File: src/rtl/ps2x_pkg.sv
package ps2x_pkg;

    typedef enum logic [3:0] {
        ST_IDLE,
        ST_INHIBIT,
        ST_STARTBIT,
        ST_HANDOFF,
        ST_SEND,
        ST_ACK_LO,
        ST_ACK_HI,
        ST_CLK_REL,
        ST_RECV,
        ST_EVAL,
        ST_BACKOFF,
        ST_RELEASE
    } xstate_e;

    // data(8) + parity + stop driven by the host
    localparam logic [3:0] TX_BITS  = 4'd10;
    // start + data(8) + parity + stop sent by the device
    localparam logic [3:0] RX_BITS  = 4'd11;
    localparam logic [7:0] ACK_BYTE = 8'hFA;
    localparam logic [7:0] RESEND   = 8'hFE;

endpackage

File: src/rtl/ps2x_sync.sv
module ps2x_sync #(
    parameter int LINES  = 2,
    parameter int STAGES = 2
) (
    input  logic             clk,
    input  logic             rst_n,
    input  logic [LINES-1:0] raw,
    output logic [LINES-1:0] sync
);

    genvar g;
    generate
        for (g = 0; g < LINES; g++) begin : g_line
            logic [STAGES-1:0] chain;
            always_ff @(posedge clk or negedge rst_n) begin
                if (!rst_n) chain <= '1;
                else        chain <= {chain[STAGES-2:0], raw[g]};
            end
            assign sync[g] = chain[STAGES-1];
        end
    endgenerate

endmodule

File: src/rtl/ps2x_edge.sv
module ps2x_edge (
    input  logic clk,
    input  logic rst_n,
    input  logic lvl,
    output logic rise,
    output logic fall
);

    logic prev;

    always_ff @(posedge clk or negedge rst_n) begin
        if (!rst_n) prev <= 1'b1;
        else        prev <= lvl;
    end

    assign rise = lvl & ~prev;
    assign fall = prev & ~lvl;

endmodule

File: src/rtl/ps2x_timer.sv
module ps2x_timer #(
    parameter int W = 24
) (
    input  logic         clk,
    input  logic         rst_n,
    input  logic         load,
    input  logic [W-1:0] load_val,
    output logic         expired
);

    logic [W-1:0] cnt;

    always_ff @(posedge clk or negedge rst_n) begin
        if (!rst_n)          cnt <= '0;
        else if (load)       cnt <= load_val;
        else if (cnt != '0)  cnt <= cnt - W'(1);
    end

    assign expired = (cnt == '0);

endmodule

File: src/rtl/ps2_cmd_xmit.sv
module ps2_cmd_xmit
    import ps2x_pkg::*;
#(
    parameter int INHIBIT_CYC = 41500,
    parameter int TIMEOUT_CYC = 2048000,
    parameter int BACKOFF_CYC = 8250000,
    parameter int MAX_TRIES   = 5
) (
    input  logic       clk,
    input  logic       rst_n,
    input  logic       start,
    input  logic [7:0] cmd,
    input  logic       ps2_clk_in,
    input  logic       ps2_dat_in,
    output logic       ps2_clk_pull,
    output logic       ps2_dat_pull,
    output logic       done,
    output logic [7:0] resp,
    output logic       ok,
    output logic       timed_out
);

    localparam int TMAX1 = (INHIBIT_CYC > TIMEOUT_CYC) ? INHIBIT_CYC : TIMEOUT_CYC;
    localparam int TMAX  = (TMAX1 > BACKOFF_CYC) ? TMAX1 : BACKOFF_CYC;
    localparam int TW    = $clog2(TMAX + 1);
    localparam int AW    = (MAX_TRIES > 1) ? $clog2(MAX_TRIES) : 1;

    // ---------------- line conditioning ----------------
    logic [1:0] lines_s;
    logic       s_clk, s_dat, clk_rise, clk_fall;

    ps2x_sync #(.LINES(2), .STAGES(2)) u_sync (
        .clk   (clk),
        .rst_n (rst_n),
        .raw   ({ps2_dat_in, ps2_clk_in}),
        .sync  (lines_s)
    );
    assign s_clk = lines_s[0];
    assign s_dat = lines_s[1];

    ps2x_edge u_edge (
        .clk   (clk),
        .rst_n (rst_n),
        .lvl   (s_clk),
        .rise  (clk_rise),
        .fall  (clk_fall)
    );

    // ---------------- shared phase timer ----------------
    xstate_e       st_q, st_d;
    logic          tmr_load, tmr_exp;
    logic [TW-1:0] tmr_val;

    assign tmr_load = (st_d != st_q);

    always_comb begin
        unique case (st_d)
            ST_INHIBIT: tmr_val = TW'(INHIBIT_CYC - 1);
            ST_BACKOFF: tmr_val = TW'(BACKOFF_CYC - 1);
            default:    tmr_val = TW'(TIMEOUT_CYC - 1);
        endcase
    end

    ps2x_timer #(.W(TW)) u_tmr (
        .clk      (clk),
        .rst_n    (rst_n),
        .load     (tmr_load),
        .load_val (tmr_val),
        .expired  (tmr_exp)
    );

    // ---------------- datapath registers ----------------
    logic [7:0]    cmd_q;
    logic [3:0]    bidx;
    logic          tx_low;
    logic          tx_bit;
    logic [10:0]   rx_sh;
    logic [3:0]    rcnt;
    logic [AW-1:0] att_q;
    logic          done_q, ok_q, tout_q;
    logic [7:0]    resp_q;

    logic [7:0] rx_byte;
    logic       frame_ok, last_try, reply_ack, reply_resend;
    xstate_e    fail_st;

    assign rx_byte      = rx_sh[8:1];
    assign frame_ok     = ~rx_sh[0] & rx_sh[10] & (^rx_sh[9:1]);
    assign last_try     = (att_q == AW'(MAX_TRIES - 1));
    assign reply_ack    = frame_ok && (rx_byte == ACK_BYTE);
    assign reply_resend = frame_ok && (rx_byte == RESEND);
    assign fail_st      = last_try ? ST_IDLE : ST_RELEASE;

    always_comb begin
        if (bidx < 4'd8)      tx_bit = cmd_q[bidx[2:0]];
        else if (bidx == 4'd8) tx_bit = ~^cmd_q;
        else                  tx_bit = 1'b1;
    end

    // ---------------- state register ----------------
    always_ff @(posedge clk or negedge rst_n) begin
        if (!rst_n) st_q <= ST_IDLE;
        else        st_q <= st_d;
    end

    // ---------------- next state ----------------
    always_comb begin
        st_d = st_q;
        unique case (st_q)
            ST_IDLE:     if (start) st_d = ST_INHIBIT;
            ST_INHIBIT:  if (tmr_exp) st_d = ST_STARTBIT;
            ST_STARTBIT: st_d = ST_HANDOFF;
            ST_HANDOFF: begin
                if (s_clk)        st_d = ST_SEND;
                else if (tmr_exp) st_d = fail_st;
            end
            ST_SEND: begin
                if (clk_rise && bidx == TX_BITS) st_d = ST_ACK_LO;
                else if (tmr_exp)                st_d = fail_st;
            end
            ST_ACK_LO: begin
                if (!s_dat)       st_d = ST_ACK_HI;
                else if (tmr_exp) st_d = fail_st;
            end
            ST_ACK_HI: begin
                if (s_dat)        st_d = ST_CLK_REL;
                else if (tmr_exp) st_d = fail_st;
            end
            ST_CLK_REL: begin
                if (s_clk)        st_d = ST_RECV;
                else if (tmr_exp) st_d = fail_st;
            end
            ST_RECV: begin
                if (rcnt == RX_BITS) st_d = ST_EVAL;
                else if (tmr_exp)    st_d = fail_st;
            end
            ST_EVAL: begin
                if (reply_ack || last_try) st_d = ST_IDLE;
                else if (reply_resend)     st_d = ST_BACKOFF;
                else                       st_d = ST_RELEASE;
            end
            ST_BACKOFF:  if (tmr_exp) st_d = ST_INHIBIT;
            ST_RELEASE:  st_d = ST_INHIBIT;
            default:     st_d = ST_IDLE;
        endcase
    end

    // ---------------- datapath ----------------
    always_ff @(posedge clk or negedge rst_n) begin
        if (!rst_n) begin
            cmd_q  <= '0;
            bidx   <= '0;
            tx_low <= 1'b0;
            rx_sh  <= '0;
            rcnt   <= '0;
            att_q  <= '0;
            done_q <= 1'b0;
            ok_q   <= 1'b0;
            tout_q <= 1'b0;
            resp_q <= '0;
        end else begin
            done_q <= 1'b0;
            unique case (st_q)
                ST_IDLE: if (start) begin
                    cmd_q  <= cmd;
                    att_q  <= '0;
                    ok_q   <= 1'b0;
                    tout_q <= 1'b0;
                end
                ST_HANDOFF: begin
                    bidx   <= '0;
                    tx_low <= 1'b1;
                end
                ST_SEND: if (clk_fall && bidx < TX_BITS) begin
                    tx_low <= ~tx_bit;
                    bidx   <= bidx + 4'd1;
                end
                ST_CLK_REL: rcnt <= '0;
                ST_RECV: if (clk_fall) begin
                    rx_sh <= {s_dat, rx_sh[10:1]};
                    rcnt  <= rcnt + 4'd1;
                end
                ST_EVAL: resp_q <= rx_byte;
                default: ;
            endcase
            if (st_q != ST_IDLE && st_d == ST_IDLE) begin
                done_q <= 1'b1;
                ok_q   <= (st_q == ST_EVAL) && reply_ack;
                tout_q <= (st_q != ST_EVAL);
            end
            if ((st_d == ST_RELEASE || st_d == ST_BACKOFF) && st_d != st_q)
                att_q <= att_q + AW'(1);
        end
    end

    // ---------------- outputs ----------------
    always_comb begin
        ps2_clk_pull = (st_q == ST_INHIBIT) || (st_q == ST_STARTBIT);
        ps2_dat_pull = (st_q == ST_STARTBIT) || (st_q == ST_HANDOFF) ||
                       ((st_q == ST_SEND) && tx_low);
    end

    assign done      = done_q;
    assign ok        = ok_q;
    assign timed_out = tout_q;
    assign resp      = resp_q;

    // ---------------- assertions ----------------
    a_r2_start_bit_first: assert property (@(posedge clk) disable iff (!rst_n)
        $fell(ps2_clk_pull) |-> ps2_dat_pull);

    a_r6_ok_only_on_ack: assert property (@(posedge clk) disable iff (!rst_n)
        (done && ok) |-> (resp == ACK_BYTE));

    a_r9_flags_exclusive: assert property (@(posedge clk) disable iff (!rst_n)
        done |-> !(ok && timed_out));

    a_r1_lines_free_at_done: assert property (@(posedge clk) disable iff (!rst_n)
        done |-> (!ps2_clk_pull && !ps2_dat_pull));

    a_r10_cmd_held: assert property (@(posedge clk) disable iff (!rst_n)
        (st_q != ST_IDLE) |=> $stable(cmd_q));

    a_r6_done_single: assert property (@(posedge clk) disable iff (!rst_n)
        done |=> !done);

    always_ff @(posedge clk) begin
        if (rst_n) begin
            a_r7_try_bound: assert (int'(att_q) < MAX_TRIES);
        end
    end

endmodule

File: config.mk
export PLATFORM = sky130hd
export DESIGN_NAME = ps2_cmd_xmit
export DESIGN_NICKNAME = d
export VERILOG_FILES = /design/src/rtl/ps2x_pkg.sv /design/src/rtl/ps2x_sync.sv /design/src/rtl/ps2x_edge.sv /design/src/rtl/ps2x_timer.sv /design/src/rtl/ps2_cmd_xmit.sv
export SDC_FILE = /design/constraint.sdc
export NUM_CORES = 1
export LEC_CHECK = 0
export ABC_CLOCK_PERIOD_IN_PS = 7300
export BUFFER_PORTS_ARGS = -buffer_cell sky130_fd_sc_hd__buf_4
export CAP_MARGIN = 20
export CORE_ASPECT_RATIO = 1.25
export CORE_MARGIN = 5
export CORE_UTILIZATION = 65
export CTS_CLUSTER_SIZE = 30
export DETAILED_ROUTE_END_ITERATION = 8
export GPL_TIMING_DRIVEN = 0
export HOLD_SLACK_MARGIN = 0.12
export MAX_ROUTING_LAYER = met4
export PLACE_DENSITY = 0.85
export SLEW_MARGIN = 20
export SYNTH_ARGS = -nofsm -noshare
export SYNTH_HDL_FRONTEND = slang
export SYNTH_SLANG_ARGS = --single-unit
export TNS_END_PERCENT = 100
File: constraint.sdc
create_clock -name clk -period 7.3 [get_ports clk]
set_input_delay 1.46 -clock clk [delete_from_list [all_inputs] [get_ports clk]]
set_output_delay 1.46 -clock clk [all_outputs]
set_load 0.05 [all_outputs]
======== Word-level counts from Yosys, hierarchy flattened ========
Cells that the tools add are included.
word-level totals
  register bits ........................... 74
  output and inout port bits .............. 13
  bits of input ports ..................... 13
operators by class
  equal/unequal tests ..................... 24
  bitwise gates (word level) .............. 8
  order comparisons ....................... 3
  mux-type cells .......................... 35
  $add $sub $neg .......................... 4
  reduce and logical (&&, ||, !) cells .... 33
operator list
  cell                                                 number
  2-to-1 mux 4 bit                                     14
  one-hot mux 4 bit (12 select lines)                  1
  2-to-1 mux 23 bit                                    2
  one-hot mux 23 bit (2 select lines)                  1
  == test 4 bit (second input constant)                9
  zero test 23 bit                                     1
  nonzero test 23 bit                                  1
  subtractor 23 x 1 -> 23 bit (second input constant)  1
  == test 4 x 3 -> 1 bit (second input constant)       4
  == test 8 bit (second input constant)                2
  one-hot mux 4 bit (2 select lines)                   2
  nonzero test 2 bit                                   7
  AND reduction 2 bit                                  6
  2-to-1 mux 1 bit                                     10
  2-to-1 mux 3 bit                                     3
  parity 9 bit                                         1
  adder 4 x 1 -> 4 bit (second input constant)         2
  == test 4 x 1 -> 1 bit (second input constant)       2
  == test 4 x 2 -> 1 bit (second input constant)       2
  logical AND 1 bit                                    8
  zero test 4 bit                                      2
  < comparator 4 bit (second input constant)           2
  XNOR reduction 8 bit                                 1
  logical OR 1 bit                                     5
  other kinds (11)                                     18

======== Depth between registers and ports, before layout ========
  word-level depth ........................ 12
  mapped depth ............................ 13
  depth with buffers taken out ............ 10

======== Cells and area by module ========
A second synthesis with hierarchy kept.
unflattened totals
  cells, all modules ...................... 431
  area total of the unflattened synthesis .. 4196.5 um^2
modules (own cells, without submodules)
  module        cells each  times used  sequential area each (um^2)  area an instance (um^2)
  ps2_cmd_xmit  285         1           1151.1                       2730.1
  ps2x_timer    137         1           575.6                        1305.0
  ps2x_sync     6           1           105.1                        120.1
  ps2x_edge     3           1           26.3                         41.3

======== Worst setup path before layout ========
Ideal clock, no wire load.
  path type ............................... flip-flop to flip-flop
  start point ............................. reg u_tmr.cnt[0]
  end point ............................... reg att_q[2]
  data arrival time ....................... 3.397 ns
  library setup time ...................... 0.126 ns
  clock period less this slack ............ 3.523 ns
  slack ................................... 3.777 ns
  buffers on the path ..................... 2
  data required time ...................... 7.174 ns
  stages on the path, launching flop included .. 13
  cell sequence ........................... dfrtp_1 > inv_1 > ha_1 > or3b_2 > or3_1 > clkbuf_2 > or3_1 > buf_6 > mux2i_1 > o311ai_2 > nand2_1 > a22o_1 > a221o_1
between the ends
  word-level cells in the longest chain between the ends .. 9
  elaborated cells on any way between the ends .. 20
  those cells by class .................... eq/ne: 3; mux: 11; reduce/logical: 6
ends and longest elaborated chain
  item                                      RTL line             text
  start, declared                           ps2x_timer.sv:11     logic [W-1:0] cnt;
  start signal, assigned                    ps2x_timer.sv:15     else if (load) cnt <= load_val;
  start signal, assigned                    ps2x_timer.sv:16     else if (cnt != '0) cnt <= cnt - W'(1);
  zero test 23 bit (*)                      ps2x_timer.sv:19     assign expired = (cnt == '0);
  2-to-1 mux 4 bit                          --
  2-to-1 mux 4 bit (tied with other cells)  ps2_cmd_xmit.sv:134  if (rcnt == RX_BITS) st_d = ST_EVAL;
  one-hot mux 4 bit (12 select lines) (*)   ps2_cmd_xmit.sv:109  unique case (st_q)
  via st_d[1]                               ps2_cmd_xmit.sv:50   xstate_e st_q, st_d;
  == test 4 bit                             ps2_cmd_xmit.sv:191  if ((st_d == ST_RELEASE || st_d == ST_BACKOFF) && st_d != st_q)
  logical OR 1 bit                          ps2_cmd_xmit.sv:191
  logical AND 1 bit (*)                     ps2_cmd_xmit.sv:191
  nonzero test 2 bit (no source line)       --
  AND reduction 2 bit (no source line)      --
  end signal, assigned                      ps2_cmd_xmit.sv:192  att_q <= att_q + AW'(1);
  end, declared                             ps2_cmd_xmit.sv:79   logic [AW-1:0] att_q;
Mark *: on every way through the listed nets, which the timed path passes. The rest lies on a longest branch.
A chain may end at the register's enable or synchronous reset.

======== Final worst setup path ========
  start point ............................. reg u_tmr.cnt[0]
  end point ............................... reg u_tmr.cnt[12]
between the ends
  word-level cells in the longest chain between the ends .. 7
  elaborated cells on any way between the ends .. 20
  those cells by class .................... add/sub: 1; eq/ne: 3; mux: 13; reduce/logical: 3
ends and longest elaborated chain
  item                                                            RTL line             text
  zero test 23 bit (*)                                            ps2x_timer.sv:19
  2-to-1 mux 4 bit                                                --
  2-to-1 mux 4 bit (tied with other cells)                        ps2_cmd_xmit.sv:134
  one-hot mux 4 bit (12 select lines) (*)                         ps2_cmd_xmit.sv:109
  via st_d[1]                                                     ps2_cmd_xmit.sv:50
  == test 4 bit / == test 4 x 1 -> 1 bit (equally long branches)  ps2_cmd_xmit.sv:57   unique case (st_d)
  one-hot mux 23 bit (2 select lines)                             ps2_cmd_xmit.sv:57
  2-to-1 mux 23 bit                                               ps2x_timer.sv:15
Mark *: on every way through the listed nets, which the timed path passes. The rest lies on a longest branch. The select of a mux whose other input is x is not followed.

==> reports/results.tsv <==
metric	value	unit
yosys_register_bits	74	
hp-class	reg -> reg	
ys_types	61	
final_common_cell	dfrtp_1	
synth_area	0.00410	sq mm
cpPeakStageDelay	0.52	ns
timing.final.crit_share	0.538	
r2r_cells	13	
post_route_cells_drive_above_1_share	0.175	
crit_fanout	10	
power_leakage	2.11	nW
start_util	0.665	
clk_pin_slew_worst_paths	0.08	ns
syn_inst	410	
slew-limit-headroom	0.399	
max_freq	0.255	GHz
cts_root_buf	clkbuf_8	
insertedDiodeCount	0	
clock_latency	0.34	ns
gp_congestion	0.985	
clock_path_buffers	2	
yosysSeqAreaShare	0.453	
place_ws	3.40	ns
fin_tns_setup	0	ns
first_iter_violations	143	
overflow	0	
finalWorstSetupSlack	3.37	ns
syn-num-nets	434	
worst_setup_path_end_kind	flip-flop	
most-common-layout-cells	dfrtp_1, nand2_1, buf_4, xnor2_1	
status	completed	
synth_top_area_share	0.421	
setup_viol	0	
hold_viol	0	
die-area	0.00801	sq mm
synth_edf_count	0	
vias_per_cell	6.04	
endpoint	u_tmr.cnt[12]	
dr.pass1.iters	7	
powerDensity	168	mW/mm^2
ys_async_sr_fraction	1.00	
rows	32	
post-route-drc-count	0	
cts_resized	0	
postCtsSetupRepairBufs	0	
synth_area_leaders	dfrtp_1, xnor2_1, mux2_2	
fin_nets	470	
startpoint	u_tmr.cnt[0]	
core	0.00617	sq mm
cts_max_level	3	
arrival	4.13	ns
startpoint_type	flip-flop	
drv_slew	0	
die_x	81.1	um
io_buffers	25	
cts_tree	built	
path_class	reg -> reg	
final_util	0.748	
maxCapViolations	0	
rr_startpoint	u_tmr.cnt[0]	
cp_slowest_cell	xor2_1	
num_io_pins	26	
dp_hpwl	6.27	mm
gr-usage-all-layers	0.244	
grt_start_max_net_pins	75	
drtAntennaViolNets	0	
area_growth	12.5	%
finClkSkew	0.0102	ns
crit_chain	inv_1, ha_1, or3b_2, or3_1, clkbuf_2, or3_1, buf_6, mux2i_1, o311ai_2, xor2_1, nand2b_1, buf_2, o31ai_1	
synthFlopType	dfrtp_1	
drt-wirelength-per-cell	16.2	um
fill_cells	475	
wl	8.67	mm
grt_first_pass_wirelength	15.1	mm
yosysTopAreaCell	dfrtp_1	
rrSetupSlack	3.37	ns
ctsHoldBuffers	0	
cts_sinks	74	
grt_pass1_vias	3343	
yosysWarningCount	0	
regToRegEndpoint	u_tmr.cnt[12]	
crit_top_cell	or3_1	
vias	3239	
tightest_slew	0.901	ns
ir_drop	0.000155	V
antenna_found_initial	0	
die_y	98.8	um
cts_buffers	9	
required	7.50	ns
rsz0062_at_grt	no	
avgSynthCellArea	10.0	sq um
min_period	3.93	ns
[metal layers]
layer,vias to the layer above,global-route usage,part of all wire
met2,101,0.399,0.52
met5,-,-,0
met4,0,0.108,0.024
met1,1567,0.298,0.41
li1,1545,-,-
met3,26,0.0356,0.040
[cells in the mapped netlist (all sizes together), types with 4 or more instances]
| library cell | count |
|---|---|
| dfrtp | 69 |
| nand2 | 48 |
| xnor2 | 21 |
| o21ai | 20 |
| clkbuf | 19 |
| nor2 | 17 |
| mux2 | 16 |
| nor3 | 16 |
| o31ai | 16 |
| inv | 15 |
| a21oi | 13 |
| or3 | 12 |
| ha | 11 |
| xor2 | 10 |
| nand3 | 9 |
| nand2b | 8 |
| nor2b | 7 |
| a21o | 6 |
| nor4 | 6 |
| dfstp | 5 |
| o311ai | 4 |
[cells by family (layout without fill, tap and decap cells)]
| logic type | count (synthesis) | in the layout | share of synthesized area |
|---|---|---|---|
| and+or+nand+nor | 147 | 147 | 0.188 |
| AOI/OAI and AO/OA | 88 | 88 | 0.155 |
| DFF | 74 | 74 | 0.453 |
| buffers and inverters | 37 | 78 | 0.0366 |
| xor gates and xnor gates | 32 | 32 | 0.0717 |
| muxes | 21 | 21 | 0.0622 |
| adders and majority gates | 11 | 11 | 0.0336 |
[stage by stage]
step | power [mW] | hold WS (ns) | instance area [sq um] | cells
after floorplan | 0.423 | 0.345 | 4100 | 410
after global placement | 0.436 | 0.346 | 4400 | 520
after detailed placement | 0.436 | 0.347 | 4400 | 520
after CTS | 0.779 | 0.358 | 4610 | 536
after global routing | 0.797 | 0.360 | 4610 | 536
final | 0.774 | 0.358 | 4610 | 536
[how the worst min path moves through the flow]
stage	from	end	slack, ns	cells past startpoint
floorplan	u_sync.g_line[0].chain[0]	u_sync.g_line[0].chain[1]	0.35	0
global placement	u_sync.g_line[0].chain[0]	u_sync.g_line[0].chain[1]	0.35	0
detailed placement	u_sync.g_line[0].chain[0]	u_sync.g_line[0].chain[1]	0.35	0
CTS	u_sync.g_line[0].chain[0]	u_sync.g_line[0].chain[1]	0.36	0
global route	u_sync.g_line[1].chain[0]	u_sync.g_line[1].chain[1]	0.36	0
finish	u_sync.g_line[0].chain[0]	u_sync.g_line[0].chain[1]	0.36	0
[layout make-up]
cell class | instances | area, sq um | share of cell area
multi-input combinational | 299 | 2090 | 0.454
sequential | 74 | 1860 | 0.403
timing repair buffer | 25 | 188 | 0.0407
clock buffer | 9 | 124 | 0.0269
tap | 85 | 106 | 0.0231
clock inverter | 7 | 93.8 | 0.0203
buffer | 22 | 93.8 | 0.0203
inverter | 15 | 56.3 | 0.0122
[state kept, by name, summed over array words and instances (netlist names)]
name,cells
tx_low,1
timed_out,1
done,1
rcnt,4
u_sync.g_line.chain,4
cmd_q,8
att_q,3
bidx,4
u_edge.prev,1
rx_sh,11
ok,1
resp,8
u_tmr.cnt,23
st_q,4
[report_power, final]
part / switching, mW / total (mW) / internal [mW]
combinational: 0.00900 / 0.0142 / 0.00517
clock: 0.155 / 0.346 / 0.192
sequential: 0.00141 / 0.414 / 0.412
[worst max-delay path: cells and delay by family, from the launching register on]
| kind | cells | cell delay, ns |
|---|---|---|
| buf+inv | 4 | 0.63 |
| simple gates | 4 | 1.41 |
| compound gates | 2 | 0.51 |
| xor+xnor | 1 | 0.52 |
| fa+ha+maj | 1 | 0.17 |
| flops | 1 | 0.41 |
| mux | 1 | 0.13 |
Power figures use the tool's default switching activity.
